===== config.mk =====
export PLATFORM = sky130hd
export DESIGN_NAME = pause_frame_detector
export DESIGN_NICKNAME = d
export VERILOG_FILES = /design/src/rtl/pause_frame_detector.sv
export SDC_FILE = /design/constraint.sdc
export NUM_CORES = 1
export LEC_CHECK = 0
export BUFFER_PORTS_ARGS = -buffer_cell sky130_fd_sc_hd__buf_2
export CAP_MARGIN = 40
export CORE_UTILIZATION = 30
export DETAILED_ROUTE_END_ITERATION = 10
export REMOVE_ABC_BUFFERS = 1
export SYNTH_ARGS = -nofsm -noshare
export SYNTH_HDL_FRONTEND = slang
export SYNTH_SLANG_ARGS = --single-unit

===== constraint.sdc =====
create_clock -name clk -period 3.65 [get_ports clk]
set_input_delay 0.1825 -clock clk [delete_from_list [all_inputs] [get_ports clk]]
set_output_delay 0.1825 -clock clk [all_outputs]
set_load 0.03 [all_outputs]

===== src/rtl/pause_frame_detector.sv =====
module pause_frame_detector #(
  parameter logic [47:0] CTRL_DA   = 48'h0180_C200_0001,
  parameter logic [15:0] CTRL_TYPE = 16'h8808,
  parameter logic [15:0] PAUSE_OP  = 16'h0001,
  parameter int          POS_W     = 5
) (
  input  logic        clk,
  input  logic        rst_n,
  input  logic        rx_valid,
  input  logic        rx_sof,
  input  logic        rx_eof,
  input  logic [7:0]  rx_data,
  input  logic        rx_good,
  input  logic [47:0] station_addr,
  input  logic        full_duplex_en,
  input  logic        flow_ctrl_en,
  output logic        pause_det,
  output logic [15:0] pause_quanta
);
  localparam logic [POS_W-1:0] POS_MAX  = '1;
  localparam logic [POS_W-1:0] POS_LAST = POS_W'(17);

  function automatic logic [7:0] addr_byte(input logic [47:0] a, input logic [POS_W-1:0] k);
    case (k)
      POS_W'(0): addr_byte = a[47:40];
      POS_W'(1): addr_byte = a[39:32];
      POS_W'(2): addr_byte = a[31:24];
      POS_W'(3): addr_byte = a[23:16];
      POS_W'(4): addr_byte = a[15:8];
      POS_W'(5): addr_byte = a[7:0];
      default:   addr_byte = 8'h00;
    endcase
  endfunction

  logic             in_frame;
  logic [POS_W-1:0] pos_q;
  logic             mc_ok, st_ok, ty_ok, op_ok;
  logic [15:0]      dur_q;

  logic             n_mc, n_st, n_ty, n_op;
  logic [15:0]      n_dur;
  logic             verdict;

  wire              take = rx_valid && (rx_sof || in_frame);
  wire [POS_W-1:0]  pos  = rx_sof ? '0 : pos_q;
  wire              long_enough = (pos >= POS_LAST);

  always_comb begin
    n_mc  = rx_sof ? 1'b1 : mc_ok;
    n_st  = rx_sof ? 1'b1 : st_ok;
    n_ty  = rx_sof ? 1'b1 : ty_ok;
    n_op  = rx_sof ? 1'b1 : op_ok;
    n_dur = dur_q;
    if (pos < POS_W'(6)) begin
      n_mc = n_mc && (rx_data == addr_byte(CTRL_DA, pos));
      n_st = n_st && (rx_data == addr_byte(station_addr, pos));
    end
    case (pos)
      POS_W'(12): n_ty = n_ty && (rx_data == CTRL_TYPE[15:8]);
      POS_W'(13): n_ty = n_ty && (rx_data == CTRL_TYPE[7:0]);
      POS_W'(14): n_op = n_op && (rx_data == PAUSE_OP[15:8]);
      POS_W'(15): n_op = n_op && (rx_data == PAUSE_OP[7:0]);
      POS_W'(16): n_dur[15:8] = rx_data;
      POS_W'(17): n_dur[7:0]  = rx_data;
      default: ;
    endcase
  end

  assign verdict = take && rx_eof && long_enough && (n_mc || n_st) && n_ty && n_op &&
                   rx_good && full_duplex_en && flow_ctrl_en;

  always_ff @(posedge clk) begin
    if (!rst_n) begin
      in_frame     <= 1'b0;
      pos_q        <= '0;
      mc_ok        <= 1'b0;
      st_ok        <= 1'b0;
      ty_ok        <= 1'b0;
      op_ok        <= 1'b0;
      dur_q        <= '0;
      pause_det    <= 1'b0;
      pause_quanta <= '0;
    end else begin
      pause_det <= verdict;
      if (verdict) pause_quanta <= n_dur;
      if (take) begin
        in_frame <= !rx_eof;
        pos_q    <= (pos == POS_MAX) ? pos : pos + POS_W'(1);
        mc_ok    <= n_mc;
        st_ok    <= n_st;
        ty_ok    <= n_ty;
        op_ok    <= n_op;
        dur_q    <= n_dur;
      end
    end
  end

  AST_PULSE_AFTER_EOF: assert property (@(posedge clk) disable iff (!rst_n)
    pause_det |-> $past(rx_valid && rx_eof));
  AST_NO_DOUBLE_PULSE: assert property (@(posedge clk) disable iff (!rst_n)
    pause_det |=> !pause_det);
  AST_ENABLES_HELD: assert property (@(posedge clk) disable iff (!rst_n)
    pause_det |-> $past(full_duplex_en && flow_ctrl_en));
  AST_GOOD_STATUS: assert property (@(posedge clk) disable iff (!rst_n)
    pause_det |-> $past(rx_good));
  AST_MIN_LENGTH: assert property (@(posedge clk) disable iff (!rst_n)
    pause_det |-> $past(!rx_sof && in_frame && pos_q >= POS_LAST));
  AST_QUANTA_HOLD: assert property (@(posedge clk) disable iff (!rst_n)
    !$stable(pause_quanta) |-> pause_det);
endmodule


After elaboration in Yosys (flattened, before gate mapping)
Index checks and enable logic that the tools add are counted.
{"block": "op_classes", "add_sub_neg": 1, "magnitude_cmp": 2, "eq_ne": 17, "n_mux": 16, "n_reduce_logical": 21}
{"op": "$pmux 8 s6", "count": 1}
{"op": "$mux 8", "count": 4}
{"op": "$pmux 8 s3", "count": 1}
{"op": "$eq 5x4->1 const B", "count": 4}
{"op": "$eq 8x8->1", "count": 2}
{"op": "$eq 5x5->1 const B", "count": 3}
{"op": "$logic_and 1x1->1", "count": 15}
{"op": "$eq 5x2->1 const B", "count": 2}
{"op": "$eq 5x3->1 const B", "count": 2}
{"op": "$mux 5", "count": 2}
{"op": "$eq 8x1->1 const B", "count": 1}
{"op": "$eq 8x4->1 const B", "count": 1}
{"op": "$eq 8x8->1 const B", "count": 1}
{"op": "$logic_not 8->1", "count": 1}
{"op": "$mux 1", "count": 6}
{"op": "$add 5x1->5 const B", "count": 1}
{"op": "$eq 5x1->1 const B", "count": 1}
{"op": "$ge 5x5->1 const B", "count": 1}
{"op": "$logic_not 5->1", "count": 1}
{"op": "$lt 5x3->1 const B", "count": 1}
{"op": "$pmux 1 s2", "count": 2}
{"op": "$logic_or 1x1->1", "count": 2}
{"op": "$reduce_or 2->1", "count": 1}
{"op": "$logic_not 1->1", "count": 1}
{"block": "totals", "register_bits": 43, "wordCells": 66}

Logic depth before layout (Yosys ltp)
{"block": "depth", "ltp_word": 15, "mapped_depth": 10, "depth_no_buf": 8}

Least setup slack after synthesis
No wires, ideal clock.
{"block": "synth_timing", "path_type": "reg-to-reg", "start": "reg pos_q[3]", "end": "reg pause_det", "setup_time_ns": 0.088, "t_arrival_ns": 2.153, "required_ns": 3.562, "setup_slack_ns": 1.409, "path_stages_with_launch": 10, "n_path_buf": 1, "period_less_slack_ns": 2.241, "cell_sequence": "dfxtp_1 -> buf_6 -> or4b_4 -> nor3_2 -> a222oi_1 -> and2_1 -> xnor2_1 -> nor4_2 -> nand3_1 -> a311oi_2"}
{"block": "synth_between", "elab_chain_len": 15, "elab_cells_between_ends": 34}
{"element": "from (decl)", "line_no": "36", "text": "logic [POS_W-1:0] pos_q;"}
{"element": "from (signal assigned)", "line_no": "88", "text": "pos_q <= (pos == POS_MAX) ? pos : pos + POS_W'(1);"}
{"element": "$mux 5 *", "line_no": "45", "text": "wire [POS_W-1:0] pos = rx_sof ? '0 : pos_q;"}
{"element": "$eq 5x3->1 / $logic_not 5->1 (equally long branches)", "line_no": "24", "text": "case (k)"}
{"element": "$reduce_or 2->1 (no line)"}
{"element": "$pmux 8 s3", "line_no": "24"}
{"element": "$mux 8", "line_no": "54", "text": "if (pos < POS_W'(6)) begin"}
{"element": "$eq 8x8->1", "line_no": "55", "text": "n_mc = n_mc && (rx_data == addr_byte(CTRL_DA, pos));"}
{"element": "$logic_and 1x1->1", "line_no": "55"}
{"element": "$mux 1", "line_no": "54"}
{"element": "$logic_or 1x1->1", "line_no": "69", "text": "assign verdict = take && rx_eof && long_enough && (n_mc || n_st) && n_ty && n_op &&"}
{"element": "$logic_and 1x1->1 (2 in a row)", "line_no": "69"}
{"element": "$logic_and 1x1->1 * (2 in a row)", "line_no": "69"}
{"element": "$logic_and 1x1->1 * (2 in a row)", "line_no": "70", "text": "rx_good && full_duplex_en && flow_ctrl_en;"}
{"element": "to (signal assigned)", "line_no": "84", "text": "pause_det <= verdict;"}
{"element": "to (decl)", "line_no": "17", "text": "output logic pause_det,"}
Mark *: on every way between the ends. The rest lies on a longest branch, timed or not. The select of a mux whose other input is x is not followed.
A chain may end at the register's enable or synchronous reset.

Worst setup path in the final report
{"block": "layout_timing", "start": "reg pos_q[1]", "end": "reg pause_det"}
Same word-level chain as after synthesis.

==> impl_metrics.csv <==
group,metric,value,unit
sta,maxSlewViolCount,0,
worst_setup_path,cp_slowest_cell,"dfxtp_1",
cells_and_area,final_layout_size_suffix_gt1_share,32.7,%
place,port_buffers,80,
worst_setup_path,start_kind,"flip-flop",
drt,drt_iter0_drc,201,
sta,worst_pin_slew,0.865,ns
yosys,yosysUniqueCellTypes,60,
sta,slew_headroom,42.1,%
drt,post_drt_wl_per_cell,15.1,µm
cells_and_area,syn_to_final_growth,18.1,%
clock_tree,cts_sinks,43,
worst_setup_path,cp_top_family,"simple AND/OR/NAND/NOR gates",
yosys,ys_warn_count,0,
yosys,synth_ff_type,"dfxtp_1",
yosys,postSynthAreaPerCell,8.29,µm²
sta,finalCritPeriodShare,77.6,%
worst_hold_path,hp-start,"rx_eof",
drt,firstDrtPassIters,4,
pwr,powerDensity,304,mW/mm²
drt,drc,0,
global_route,grt_max_degree,39,
drt,ant_nets,0,
drt,wirelength,7.33,mm
yosys,ys_seq_area_share,33.0,%
floorplanning,ioPinCount,81,
worst_setup_path,critPathMaxFanout,14,
cells_and_area,mostFrequentLayoutCell,"buf_2",
worst_hold_path,whs_path_depth,2,
yosys,syn_inst,315,
cells_and_area,final_cell_mix,"buf_2 (80), nand2_1 (55), dfxtp_1 (43)",
floorplanning,dieArea,0.00908,mm²
global_route,track_usage,16.6,%
global_route,grt_pass1_wl,11.8,mm
worst_setup_path,cp_data_arrival_time,3.05,ns
sta,timing_hold_violations_final,0,
cells_and_area,nNetsFinal,442,
global_route,grt-ovfl-total,0,
clock_tree,htreeDepth,2,
worst_setup_path,rrSetupSlack,0.82,ns
worst_setup_path,max_stage_delay,0.65,ns
sta,clock.fmax,0.353,GHz
worst_setup_path,crit_buf_inv,0,
yosys,synth_seq_cells,43,
worst_setup_path,regToRegStartpoint,"pos_q[1]",
clock_tree,post_cts_resized,0,
place,place_hpwl,5.24,mm
yosys,synth_edf_count,0,
floorplanning,dieHeight,95.3,µm
cells_and_area,fill_cells,884,
place,gp_congestion,0.811,
sta,setup_viol,0,
yosys,netlist_area,0.00261,mm²
clock_tree,clk_pin_slew_worst_paths,0.09,ns
worst_setup_path,worstPathRequired,3.87,ns
floorplanning,row_count,33,
clock_tree,clk_latency,0.30,ns
worst_setup_path,crit_chain,"nor4b_4 -> nor3b_4 -> a221o_1 -> a211oi_2 -> xnor2_1 -> nor4_2 -> nand3_1 -> a311oi_2",
clock_tree,post_cts_buffers,0,
sta,finalSetupTns,0,ns
sta,holdWs,0.0710,ns
clock_tree,cts.path.max_buffers,2,
sta,clock_skew,0.0104,ns
clock_tree,clockRootBuffer,"clkbuf_8",
worst_setup_path,end_kind,"flip-flop",
run,maxCapViolations,0,
drt,num_vias,2543,
pwr,peakVddDrop,0.159,mV
worst_setup_path,crit_type,"reg -> reg",
floorplanning,die_w,95.3,µm
global_route,first_global_vias,2407,
sta,fin_crit,2.83,ns
worst_setup_path,ff2ff_path_depth,8,
floorplanning,coreArea,0.00830,mm²
global_route,antenna_found_initial,0,
clock_tree,cts_buffers,5,
status,status,"finished clean",
clock_tree,tritoncts,"yes",
worst_hold_path,hold_class,"in -> reg",
clock_tree,hold_buffers,0,
worst_hold_path,hold_end,"in_frame",
cells_and_area,insertedDiodeCount,0,
drt,post_drt_via_cell_ratio,5.25,
sta,rsz0062_at_grt,"no",
yosys,async_reset_ff_share,0,%
floorplanning,start_util,31.4,%
worst_setup_path,r2r-end,"pause_det",
pwr,p_leak,0.00126,µW
==> state kept, by name, indices dropped and copies added (netlist names) <==
| register | cells |
|---|---|
| dur_q | 16 |
| in_frame | 1 |
| mc_ok | 1 |
| op_ok | 1 |
| pause_det | 1 |
| pause_quanta | 16 |
| pos_q | 5 |
| st_ok | 1 |
| ty_ok | 1 |
==> metrics by stage <==
stage / util (%) / cell area (µm²) / instances / setup WS [ns] / power (µW)
6_report: 37.1 / 3080 / 484 / 0.816 / 936
3_5_place_dp: 36.0 / 2990 / 476 / 0.847 / 627
3_3_place_gp: 36.0 / 2990 / 476 / 0.963 / 626
4_1_cts: 37.1 / 3080 / 484 / 0.828 / 944
5_1_grt: 37.1 / 3080 / 484 / 0.609 / 975
2_1_floorplan: - / 2440 / 289 / 1.31 / 557
==> final cells by class <==
type | count | area, µm² | share of cell area [%]
Clock buffer | 5 | 68.8 | 2.23
Clock inverter | 3 | 25.0 | 0.812
Inverter | 2 | 21.3 | 0.690
Multi-Input combinational cell | 244 | 1560 | 50.6
Sequential cell | 43 | 861 | 27.9
Tap cell | 105 | 131 | 4.26
Timing Repair Buffer | 82 | 415 | 13.5
==> cell families after synthesis <==
logic type,synth area share (%)
simple gates,32.7
flops,33.0
xor+xnor,4.27
buf+inv,7.24
mux,2.59
compound gates,20.2
==> power breakdown <==
group	switching (µW)	internal [µW]	leakage, µW	total, µW
clock network	183	137	0.0000443	320
logic	74.0	60.6	0.000873	135
registers	8.08	474	0.000347	482
total	265	671	0.00126	936
==> per-layer routing <==
metal  up-vias  share of wire, %  global-route usage (%)
met5         -                 0                       0
met4         0              0.33                    2.65
met3         2               9.3                    4.31
met2        93                46                    27.1
met1      1179                45                    22.2
li1       1269                 -                       -
==> cells in the mapped netlist (3+ instances only) <==
cell type	count	share of area [%]
mux2_2	6	2.6
a221oi_1	5	1.7
nand2_1	55	7.9
nor2_1	13	1.9
o2111ai_1	10	3.4
nor4_1	3	0.72
a22oi_1	5	1.4
buf_6	5	2.2
nor3_1	8	1.5
xnor2_1	6	2.0
o21ai_0	8	1.5
and3_2	6	1.7
o21a_1	3	0.86
nand3_1	30	5.8
buf_2	4	0.77
clkbuf_1	11	1.6
xor2_1	3	1.0
dfxtp_1	43	33
nand2b_1	11	2.6
a21oi_1	21	4.0
a31oi_1	4	0.96
and2_1	3	0.72
a211oi_1	3	0.86
==> how the worst max path moves through the flow <==
stage / start / endpoint / slack (ns) / cells after the start
2_1_floorplan: pos_q[1] / pause_det / 1.31 / 8
3_3_place_gp: pos_q[1] / pause_det / 0.96 / 8
3_5_place_dp: pos_q[1] / pause_det / 0.85 / 8
4_1_cts: pos_q[1] / pause_det / 0.83 / 8
5_1_grt: pos_q[1] / pause_det / 0.61 / 8
6_report: pos_q[1] / pause_det / 0.82 / 8
No activity file was read; power rests on OpenSTA's default activity.
